<file path="src/rtl/cr_timer16_pkg.sv">
// Shared types for the capture/reload timer.
// Assumes a bus at least 8 bits wide so the control byte fits in one word.
package cr_timer16_pkg;

    // Control byte; field order is the bit order seen on the bus (bit 7 first).
    typedef struct packed {
        logic ovf;      // overflow flag
        logic trg;      // trigger flag / 17th bit
        logic clk_oe;   // square-wave output enable
        logic split;    // split-direction enable
        logic trg_en;   // trigger pin enable
        logic run;      // run
        logic ext_cnt;  // count pin events instead of clocks
        logic cap;      // capture mode (1) or reload mode (0)
    } ctl_t;

    localparam int CTL_W = $bits(ctl_t);

    localparam logic [1:0] ADDR_CTL = 2'd0;
    localparam logic [1:0] ADDR_CNT = 2'd1;
    localparam logic [1:0] ADDR_CRG = 2'd2;

endpackage

</file>
<file path="src/rtl/crt_pin_sync.sv">
// Multi-stage synchronizer for a vector of asynchronous pins.
// Assumes pins are slow relative to clk; reset value is 0 so an idle-high
// pin yields a rising edge only, never a falling one.
module crt_pin_sync #(
    parameter int W      = 2,
    parameter int STAGES = 2
) (
    input  logic         clk,
    input  logic         rst_n,
    input  logic [W-1:0] pin,
    output logic [W-1:0] lvl
);
    logic [STAGES-1:0][W-1:0] stg;

    // Shift the pins through the synchronizer chain.
    always_ff @(posedge clk) begin
        if (!rst_n) begin
            stg <= '0;
        end else begin
            stg[0] <= pin;
            for (int s = 1; s < STAGES; s++) begin
                stg[s] <= stg[s-1];
            end
        end
    end

    assign lvl = stg[STAGES-1];
endmodule

</file>
<file path="src/rtl/crt_prescale.sv">
// Timer tick generator: one tick per clock, or one per DIV_N clocks.
// Assumes the phase counter should restart from zero whenever disabled.
module crt_prescale #(
    parameter int DIV_N = 12
) (
    input  logic clk,
    input  logic rst_n,
    input  logic enable,
    input  logic div_sel,
    output logic tick
);
    localparam int PW = (DIV_N > 1) ? $clog2(DIV_N) : 1;
    localparam logic [PW-1:0] LAST = PW'(DIV_N - 1);

    logic [PW-1:0] phase;

    // Advance the divide phase while enabled, wrapping at DIV_N.
    always_ff @(posedge clk) begin
        if (!rst_n || !enable) begin
            phase <= '0;
        end else if (phase == LAST) begin
            phase <= '0;
        end else begin
            phase <= phase + 1'b1;
        end
    end

    assign tick = enable & (div_sel ? (phase == LAST) : 1'b1);
endmodule

</file>
<file path="src/rtl/crt_count_core.sv">
// Up/down counter with load, forced reload and roll handling.
// Up roll happens at all-ones and loads reload_val; down roll happens at
// reload_val and loads all-ones. Priority: load, forced reload, step.
module crt_count_core #(
    parameter int W = 16
) (
    input  logic         clk,
    input  logic         rst_n,
    input  logic         ld,
    input  logic [W-1:0] ld_val,
    input  logic         reload_now,
    input  logic [W-1:0] reload_val,
    input  logic         step,
    input  logic         down,
    output logic [W-1:0] count,
    output logic         roll
);
    localparam logic [W-1:0] ALL1 = '1;

    logic roll_raw;
    logic [W-1:0] nxt;

    // Detect the roll point for the current direction.
    always_comb begin
        roll_raw = step & (down ? (count == reload_val) : (count == ALL1));
        roll     = roll_raw & ~ld & ~reload_now;
    end

    // Select the next count value by priority.
    always_comb begin
        if (ld)              nxt = ld_val;
        else if (reload_now) nxt = reload_val;
        else if (roll_raw)   nxt = down ? ALL1 : reload_val;
        else if (step)       nxt = down ? count - 1'b1 : count + 1'b1;
        else                 nxt = count;
    end

    // Hold the count register.
    always_ff @(posedge clk) begin
        if (!rst_n) count <= '0;
        else        count <= nxt;
    end
endmodule

</file>
<file path="src/rtl/cr_timer16.sv">
// Capture/reload timer-counter top: register bank, pin synchronizers,
// event selection, flag logic, square-wave output and interrupt.
// Assumes the bus is combinational-read, single-cycle write, and that
// hardware flag events in the write cycle apply on top of the written value.
module cr_timer16
    import cr_timer16_pkg::*;
#(
    parameter int CNT_W     = 16,
    parameter int DIV_N     = 12,
    parameter int SYNC_STGS = 2
) (
    input  logic             clk,
    input  logic             rst_n,
    input  logic             bus_wr,
    input  logic [1:0]       bus_addr,
    input  logic [CNT_W-1:0] bus_wdata,
    output logic [CNT_W-1:0] bus_rdata,
    input  logic             div12_sel,
    input  logic             irq_en,
    input  logic             cnt_pin_in,
    input  logic             trig_pin_in,
    output logic             cnt_pin_out,
    output logic             cnt_pin_oe,
    output logic             irq
);
    localparam int NPIN = 2;
    localparam int PCNT = 0;
    localparam int PTRG = 1;

    ctl_t             ctl_q, ctl_d;
    logic [CNT_W-1:0] crg_q;
    logic [CNT_W-1:0] count;
    logic [NPIN-1:0]  pin_lvl, pin_prev, pin_fall;
    logic             wr_ctl, wr_cnt, wr_crg;
    logic             split_mode, clkout_mode, down;
    logic             psc_tick, step, roll;
    logic             trig_evt, do_capture, do_reload;
    logic             pin_q;

    // Bring both pins into the clock domain.
    crt_pin_sync #(.W(NPIN), .STAGES(SYNC_STGS)) u_sync (
        .clk  (clk),
        .rst_n(rst_n),
        .pin  ({trig_pin_in, cnt_pin_in}),
        .lvl  (pin_lvl)
    );

    // Remember the previous synchronized level for edge detection.
    always_ff @(posedge clk) begin
        if (!rst_n) pin_prev <= '0;
        else        pin_prev <= pin_lvl;
    end

    // Falling edge per pin.
    always_comb pin_fall = pin_prev & ~pin_lvl;

    // Decode bus writes and mode conditions.
    always_comb begin
        wr_ctl      = bus_wr && (bus_addr == ADDR_CTL);
        wr_cnt      = bus_wr && (bus_addr == ADDR_CNT);
        wr_crg      = bus_wr && (bus_addr == ADDR_CRG);
        split_mode  = ctl_q.split & ~ctl_q.cap;
        clkout_mode = ctl_q.clk_oe & ~ctl_q.ext_cnt;
        down        = split_mode & ~pin_lvl[PTRG];
        trig_evt    = ctl_q.trg_en & pin_fall[PTRG];
        do_capture  = trig_evt & ctl_q.cap;
        do_reload   = trig_evt & ~ctl_q.cap & ~ctl_q.split;
    end

    crt_prescale #(.DIV_N(DIV_N)) u_psc (
        .clk    (clk),
        .rst_n  (rst_n),
        .enable (ctl_q.run & ~ctl_q.ext_cnt),
        .div_sel(div12_sel),
        .tick   (psc_tick)
    );

    // Pick the step source: count-pin edges or prescaled clock.
    always_comb step = ctl_q.ext_cnt ? (ctl_q.run & pin_fall[PCNT]) : psc_tick;

    crt_count_core #(.W(CNT_W)) u_core (
        .clk       (clk),
        .rst_n     (rst_n),
        .ld        (wr_cnt),
        .ld_val    (bus_wdata),
        .reload_now(do_reload),
        .reload_val(crg_q),
        .step      (step),
        .down      (down),
        .count     (count),
        .roll      (roll)
    );

    // Next control byte: bus write, then hardware set and toggle on top.
    always_comb begin
        ctl_d     = wr_ctl ? ctl_t'(bus_wdata[CTL_W-1:0]) : ctl_q;
        ctl_d.ovf = ctl_d.ovf | (roll & ~clkout_mode);
        ctl_d.trg = (ctl_d.trg | (trig_evt & ~split_mode)) ^ (roll & split_mode);
    end

    // Control register.
    always_ff @(posedge clk) begin
        if (!rst_n) ctl_q <= '0;
        else        ctl_q <= ctl_d;
    end

    // Capture/reload register: bus write wins over capture.
    always_ff @(posedge clk) begin
        if (!rst_n)          crg_q <= '0;
        else if (wr_crg)     crg_q <= bus_wdata;
        else if (do_capture) crg_q <= count;
    end

    // Square-wave output toggles on every roll in clock-output mode.
    always_ff @(posedge clk) begin
        if (!rst_n)                    pin_q <= 1'b0;
        else if (roll && clkout_mode)  pin_q <= ~pin_q;
    end

    assign cnt_pin_out = pin_q;
    assign cnt_pin_oe  = clkout_mode;
    assign irq         = irq_en & (ctl_q.ovf | (ctl_q.trg & ~split_mode));

    // Read mux.
    always_comb begin
        unique case (bus_addr)
            ADDR_CTL: bus_rdata = {{(CNT_W-CTL_W){1'b0}}, ctl_q};
            ADDR_CNT: bus_rdata = count;
            ADDR_CRG: bus_rdata = crg_q;
            default:  bus_rdata = '0;
        endcase
    end
endmodule

</file>
<file path="config.mk">
export PLATFORM = sky130hd
export DESIGN_NAME = cr_timer16
export DESIGN_NICKNAME = d
export VERILOG_FILES = /design/src/rtl/cr_timer16_pkg.sv /design/src/rtl/crt_pin_sync.sv /design/src/rtl/crt_prescale.sv /design/src/rtl/crt_count_core.sv /design/src/rtl/cr_timer16.sv
export SDC_FILE = /design/constraint.sdc
export NUM_CORES = 1
export LEC_CHECK = 0
export ABC_AREA = 1
export ABC_CLOCK_PERIOD_IN_PS = 3110
export BUFFER_PORTS_ARGS = -buffer_cell sky130_fd_sc_hd__buf_4
export CORE_ASPECT_RATIO = 1.2
export CORE_MARGIN = 3
export CORE_UTILIZATION = 55
export DETAILED_ROUTE_END_ITERATION = 7
export GPL_ROUTABILITY_DRIVEN = 1
export GPL_TIMING_DRIVEN = 1
export HOLD_SLACK_MARGIN = 0.1
export PLACE_DENSITY = 0.76
export SLEW_MARGIN = 40
export SYNTH_ARGS = -nofsm -noshare
export SYNTH_HDL_FRONTEND = slang
export SYNTH_HIERARCHICAL = 1
export SYNTH_SLANG_ARGS = --single-unit
</file>
<file path="constraint.sdc">
create_clock -name clk -period 3.11 [get_ports clk]
set_input_delay 0.622 -clock clk [delete_from_list [all_inputs] [get_ports clk]]
set_output_delay 0.622 -clock clk [all_outputs]
set_load 0.02 [all_outputs]
</file>
Word-level counts from Yosys, hierarchy flattened. Index checks and enable logic that the tools add are counted.

Output and inout port bits: 19. Bits in registers: 51.

Equality and inequality tests: 5. $add $sub $neg: 3. Multiplexer cells: 13. Bitwise gates (word level): 33. Reductions and logical operators: 11.

Operators with widths (number): 2-to-1 mux 16 bit (8); one-hot mux 16 bit (3 select lines) (1); AND 1 bit (18); adder 16 x 1 -> 16 bit (second input constant) (1); equality test 16 bit (1); equality test 16 bit (second input constant) (1); subtractor 16 x 1 -> 16 bit (second input constant) (1); NOT 1 bit (9); 2-to-1 mux 8 bit (1); adder 4 x 1 -> 4 bit (second input constant) (1); equality test 4 bit (second input constant) (1); logical AND 1 bit (4); nonzero test 4 bit (1); 2-to-1 mux 1 bit (3); OR 1 bit (3); AND 2 bit (1); equality test 2 x 1 -> 1 bit (second input constant) (1); equality test 2 bit (second input constant) (1); zero test 1 bit (2); zero test 2 bit (1); NOT 2 bit (1); nonzero test 2 bit (1); OR reduction 2 bit (1); logical OR 1 bit (1); XOR 1 bit (1).

Depth between registers and ports, before layout.
Depth in word-level cells: 9. Mapped depth: 18.

Cells and area by module. Netlist, hierarchy kept.

Modules (own cells, without submodules): crt_count_core (area an instance 2630.0 um^2, cells an instance 516, instances 1, seq. area each 320.3 um^2); cr_timer16 (area an instance 1572.8 um^2, cells an instance 257, instances 1, seq. area each 540.5 um^2); crt_prescale (area an instance 186.4 um^2, cells an instance 21, instances 1, seq. area each 80.1 um^2); crt_pin_sync (area an instance 125.1 um^2, cells an instance 14, instances 1, seq. area each 80.1 um^2).

Least setup slack after synthesis. No wires, ideal clock.

Path type: register -> register. Start: reg ctl_q[4] in the netlist's numbering. End: reg pin_q (netlist: cnt_pin_out). Data arrival time: 2703 ps. Setup time: 119 ps. Setup slack: 288 ps. Required time: 2991 ps. Path buffers: 1. Cell stages (with the launch flop): 15. Path through: dfxtp_1 -> nand2_1 -> nor2_1 -> buf_2 -> nand2_1 -> nand2_1 -> nand2_1 -> nor2_1 -> nand2_1 -> nor2_1 -> nand3_1 -> nor2_1 -> nand2_1 -> o21ai_0 -> a21oi_1.

Cells in the longest elaborated chain, start to end: 7. Elaborated cells between the ends (all ways): 10.

RTL lines: start, declared (line cr_timer16.sv:30) `ctl_t ctl_q, ctl_d;`; start signal, assigned (line cr_timer16.sv:104) `else ctl_q <= ctl_d;`; AND 1 bit (line cr_timer16.sv:62) `split_mode = ctl_q.split & ~ctl_q.cap;`; AND 1 bit (line cr_timer16.sv:64) `down = split_mode & ~pin_lvl[PTRG];`; net down (line cr_timer16.sv:35) `logic split_mode, clkout_mode, down;`; 2-to-1 mux 1 bit (line crt_count_core.sv:25) `roll_raw = step & (down ? (count == reload_val) : (count == ALL1));`; AND 1 bit (line crt_count_core.sv:25); AND 1 bit (2 in series) (line crt_count_core.sv:26) `roll = roll_raw & ~ld & ~reload_now;`; net roll (line cr_timer16.sv:36) `logic psc_tick, step, roll;`; logical AND 1 bit (line cr_timer16.sv:117) `else if (roll && clkout_mode) pin_q <= ~pin_q;`; end signal, assigned (line cr_timer16.sv:117); end, declared (line cr_timer16.sv:38) `logic pin_q;`.

The timed path passes the listed nets, and every way through them passes these cells. A chain may end at the register's enable or synchronous reset.

Final worst setup path.
Start: reg ctl_q[4] in the netlist's numbering. End: reg u_core.count[11].

Cells in the longest elaborated chain, start to end: 7. Elaborated cells between the ends (all ways): 13.

RTL lines: AND 1 bit * (line cr_timer16.sv:62); AND 1 bit * (line cr_timer16.sv:64); net down (line cr_timer16.sv:35); 2-to-1 mux 16 bit or 2-to-1 mux 1 bit (tied branches) (line crt_count_core.sv:34, crt_count_core.sv:25); 2-to-1 mux 16 bit or AND 1 bit (tied branches) (line crt_count_core.sv:34, crt_count_core.sv:25); 2-to-1 mux 16 bit (line crt_count_core.sv:33) `else if (roll_raw) nxt = down ? ALL1 : reload_val;`; 2-to-1 mux 16 bit (line crt_count_core.sv:32) `else if (reload_now) nxt = reload_val;`; 2-to-1 mux 16 bit (line crt_count_core.sv:31) `if (ld) nxt = ld_val;`; end signal, assigned (line crt_count_core.sv:41) `else count <= nxt;`; end, declared (line crt_count_core.sv:15) `output logic [W-1:0] count,`.

Mark *: on every way through the listed nets, which the timed path passes. The rest lies on a longest branch. The select of a mux whose other input is x is not followed.

==> metrics <==
CP Class reg2reg; RSZ-0062 raised after global routing no; final period utilization between 80% and 90%; Yosys cell types 38; Die Span Y around 110 um; Setup-failing EPs final 0; Reg clk slew, reported paths around 0.1 ns; Final Cell Area just under 0.005 mm2; count of hold-fix buffers inserted at cts 0; Mapped Area about 0.0045 mm2; Mean Syn Cell Area 5.587 um2; worst vdd ir about 0.23 mV; Setup crit start kind flip-flop; postcts setup bufs 0; PwrDens approximately 300 mW/mm2; CTS Buf Count 5; All-Layer GR Usage 29.14%; Vias around 5200; largest net degree at the start of global routing 47; Hold Vio Cnt, Final 0; min Tclk post-route about 2.7 ns; CP endpoint kind flip-flop; core area slightly below 0.008 mm2; CP Data Required Time 3.29 ns; area post-placement 0.004873 mm2; first-pass GRT wire length ~22 mm; global route overflow 0; worst r2r path cells 17; Worst slew margin around three fifths; slack of the critical path around 0.45 ns; Post-CTS Resized 0; CTS tree built; synthesized net count about 850; DR iter-0 viols 470; DP Cell Count 919; arrival time worst endpoint about 2.8 ns; Max stage delay cell, worst path dfxtp_1; CTS sink count 51; Critical Path Max Stage Delay 0.43 ns; worst skew pair latency approximately 0.32 ns; max_cap viols 0; Area Overhead vs Synth 9.922%; reg2reg setup slack 0.45 ns; Seq/Total Area, Yosys a little under a quarter; hpwl dp between 9 and 10 mm; I/O Buffers between 40 and 50; Via density roughly 5.6; Final Util around 63%; Min-Delay Endpoint u_sync/lvl[0]; Crit path top cell by count nand2_1; Post-Layout Cell Count 927; fin. max-slew vios 0; power consumption 1.473 mW; root buf cell clkbuf_8; Tightest Pin Transition 0.6186 ns; Worst R2R Start ctl_q[4]; # diodes 0; final WL roughly 13 mm; worst r2r dst u_core/count[11]; asr flop ratio synth 0%; Top-Level Pins 44; Post-synth EDFFs 0; #FFs+latches synth between 50 and 60; number of global-route vias before repair between 4000 and 5000; Synth Instances between 800 and 900; Layout Skew 0.01026 ns; Ys Warns 6; hold path depth 2; Pre-antenna DRT Iters 6; Leak 2.632 nW; site row count 35; Routed Antenna Nets 0; Wirelength per Cell around 14 um; crit path cell chain nand2_1 > nor2_4 > buf_12 > ha_1 > or2_2 > nand3_1 > nand2_1 > nand2_1 > nand2_1 > nand2_1 > nand2_1 > nand2_1 > nand3_1 > nand2_1 > nand2_1 > nand2_1 > a21oi_1; initial antenna violation count 0; worst min path class reg2reg; Hold Worst Slack roughly 0.43 ns; full die area 0.009336 mm2; maximum clock frequency 0.3764 GHz; status complete, no violations; Fin Setup TNS 0 ns; Clock Path Buffers 2; Initial Utilization between 50 and 60%; min-delay src u_sync/stg[0]; FILL cells roughly 780; GPL Wtd Cong 1.013; H-tree depth 2; share of cells above drive strength 1 about a tenth; largest fanout on the critical path 46; dpl ws just under 0.5 ns; ys flop type dfxtp_1; drc violations 0; Die W about 90 um; # nets final 875
flip-flops by register name (all words and copies together) (netlist names):
name and cells:
ctl_q 8, u_sync/stg 2, pin_prev 2, u_core/count 16
cnt_pin_out 1, u_sync/lvl 2, u_psc/phase 4, crg_q 16
final cells by class:
cell class / count / area [um2] / share of cell area, %
multi-input cells: 628 / 2982 / 60.09
flip-flops and latches: 51 / 1021 / 20.57
clock inverters: 2 / 16.27 / 0.3278
clock buffers: 6 / 72.57 / 1.462
repair buffers: 50 / 387.9 / 7.816
well taps: 92 / 115.1 / 2.320
inverters: 98 / 367.9 / 7.413
Yosys cell counts (2+ instances only):
cell / instances / share of area (%)
o211ai_1: 5 / 0.83
nor2_1: 108 / 9.0
o21bai_1: 4 / 0.67
nand2_1: 290 / 24
nor2_4: 3 / 0.75
a21oi_1: 33 / 3.7
nand4_1: 18 / 2.5
nand3_1: 87 / 9.6
nand3b_1: 5 / 0.83
buf_1: 3 / 0.25
inv_2: 7 / 0.58
o21ai_0: 9 / 1.0
buf_4: 7 / 1.2
clkinv_1: 2 / 0.17
o21ai_1: 19 / 2.1
buf_2: 8 / 0.89
nand2_4: 3 / 0.75
nor2_2: 3 / 0.42
nor3_1: 3 / 0.33
inv_1: 89 / 7.4
ha_1: 15 / 4.2
or2_2: 2 / 0.28
xor2_1: 5 / 0.97
xnor2_1: 5 / 0.97
dfxtp_1: 51 / 23
clkbuf_1: 12 / 1.0
worst max-delay path, delay by kind of cell (launching register included):
| kind | cells | cell delay (ns) |
|---|---|---|
| flops | 1 | 0.43 |
| simple gates | 14 | 1.48 |
| fa+ha+maj | 1 | 0.31 |
| buf+inv | 1 | 0.23 |
| compound gates | 1 | 0.05 |
metal layers:
layer  share of wire [%]  up-vias  global-route usage (%)  wire length, um
li1                    -     2600                       -                -
met1                  43     2321                   39.04             5700
met2                  48      212                   47.88             6374
met3                 8.0       18                   4.848             1073
met4                 1.5        0                   7.559              195
met5                   0        -                       0                0
layout by cell type (no fill, tap or decap), drive strengths merged, types with 2 or more instances in the layout:
cell    count
or2         2
dfxtp      51
xnor2       5
buf        50
clkinv      2
nand3b      5
nor2      115
ha         15
o21ai      28
nand2     293
a21boi      2
a21oi      34
nor3        3
o21bai      5
xor2        5
nand4      18
clkbuf      6
o211ai      5
nand3      89
inv        97
where the power goes:
group          switching (mW)  total (mW)  internal (mW)
clock network           0.241       0.403          0.162
logic                   0.225       0.352          0.127
registers              0.0378       0.718          0.680
total                   0.504        1.47          0.969
how the worst max path moves through the flow:
stage / startpoint / end / slack [ns] / depth (start not counted)
after floorplan: ctl_q[4] / cnt_pin_out / 0.29 / 14
after global placement: ctl_q[4] / u_core/count[10] / 0.51 / 17
after detailed placement: ctl_q[4] / u_core/count[10] / 0.49 / 17
after CTS: ctl_q[4] / u_core/count[10] / 0.47 / 17
after global routing: ctl_q[4] / u_core/count[11] / 0.19 / 17
final: ctl_q[4] / u_core/count[11] / 0.45 / 17
cells by family (layout without fill, tap and decap cells):
logic type | Yosys count | after routing | synth area share, %
simple gates | 526 | 526 | 49.78
buf+inv | 129 | 156 | 11.70
compound gates | 76 | 76 | 9.368
flops | 51 | 51 | 22.62
fa+ha+maj | 16 | 16 | 4.601
xor+xnor | 10 | 10 | 1.940
Power figures use the tool's default switching activity.
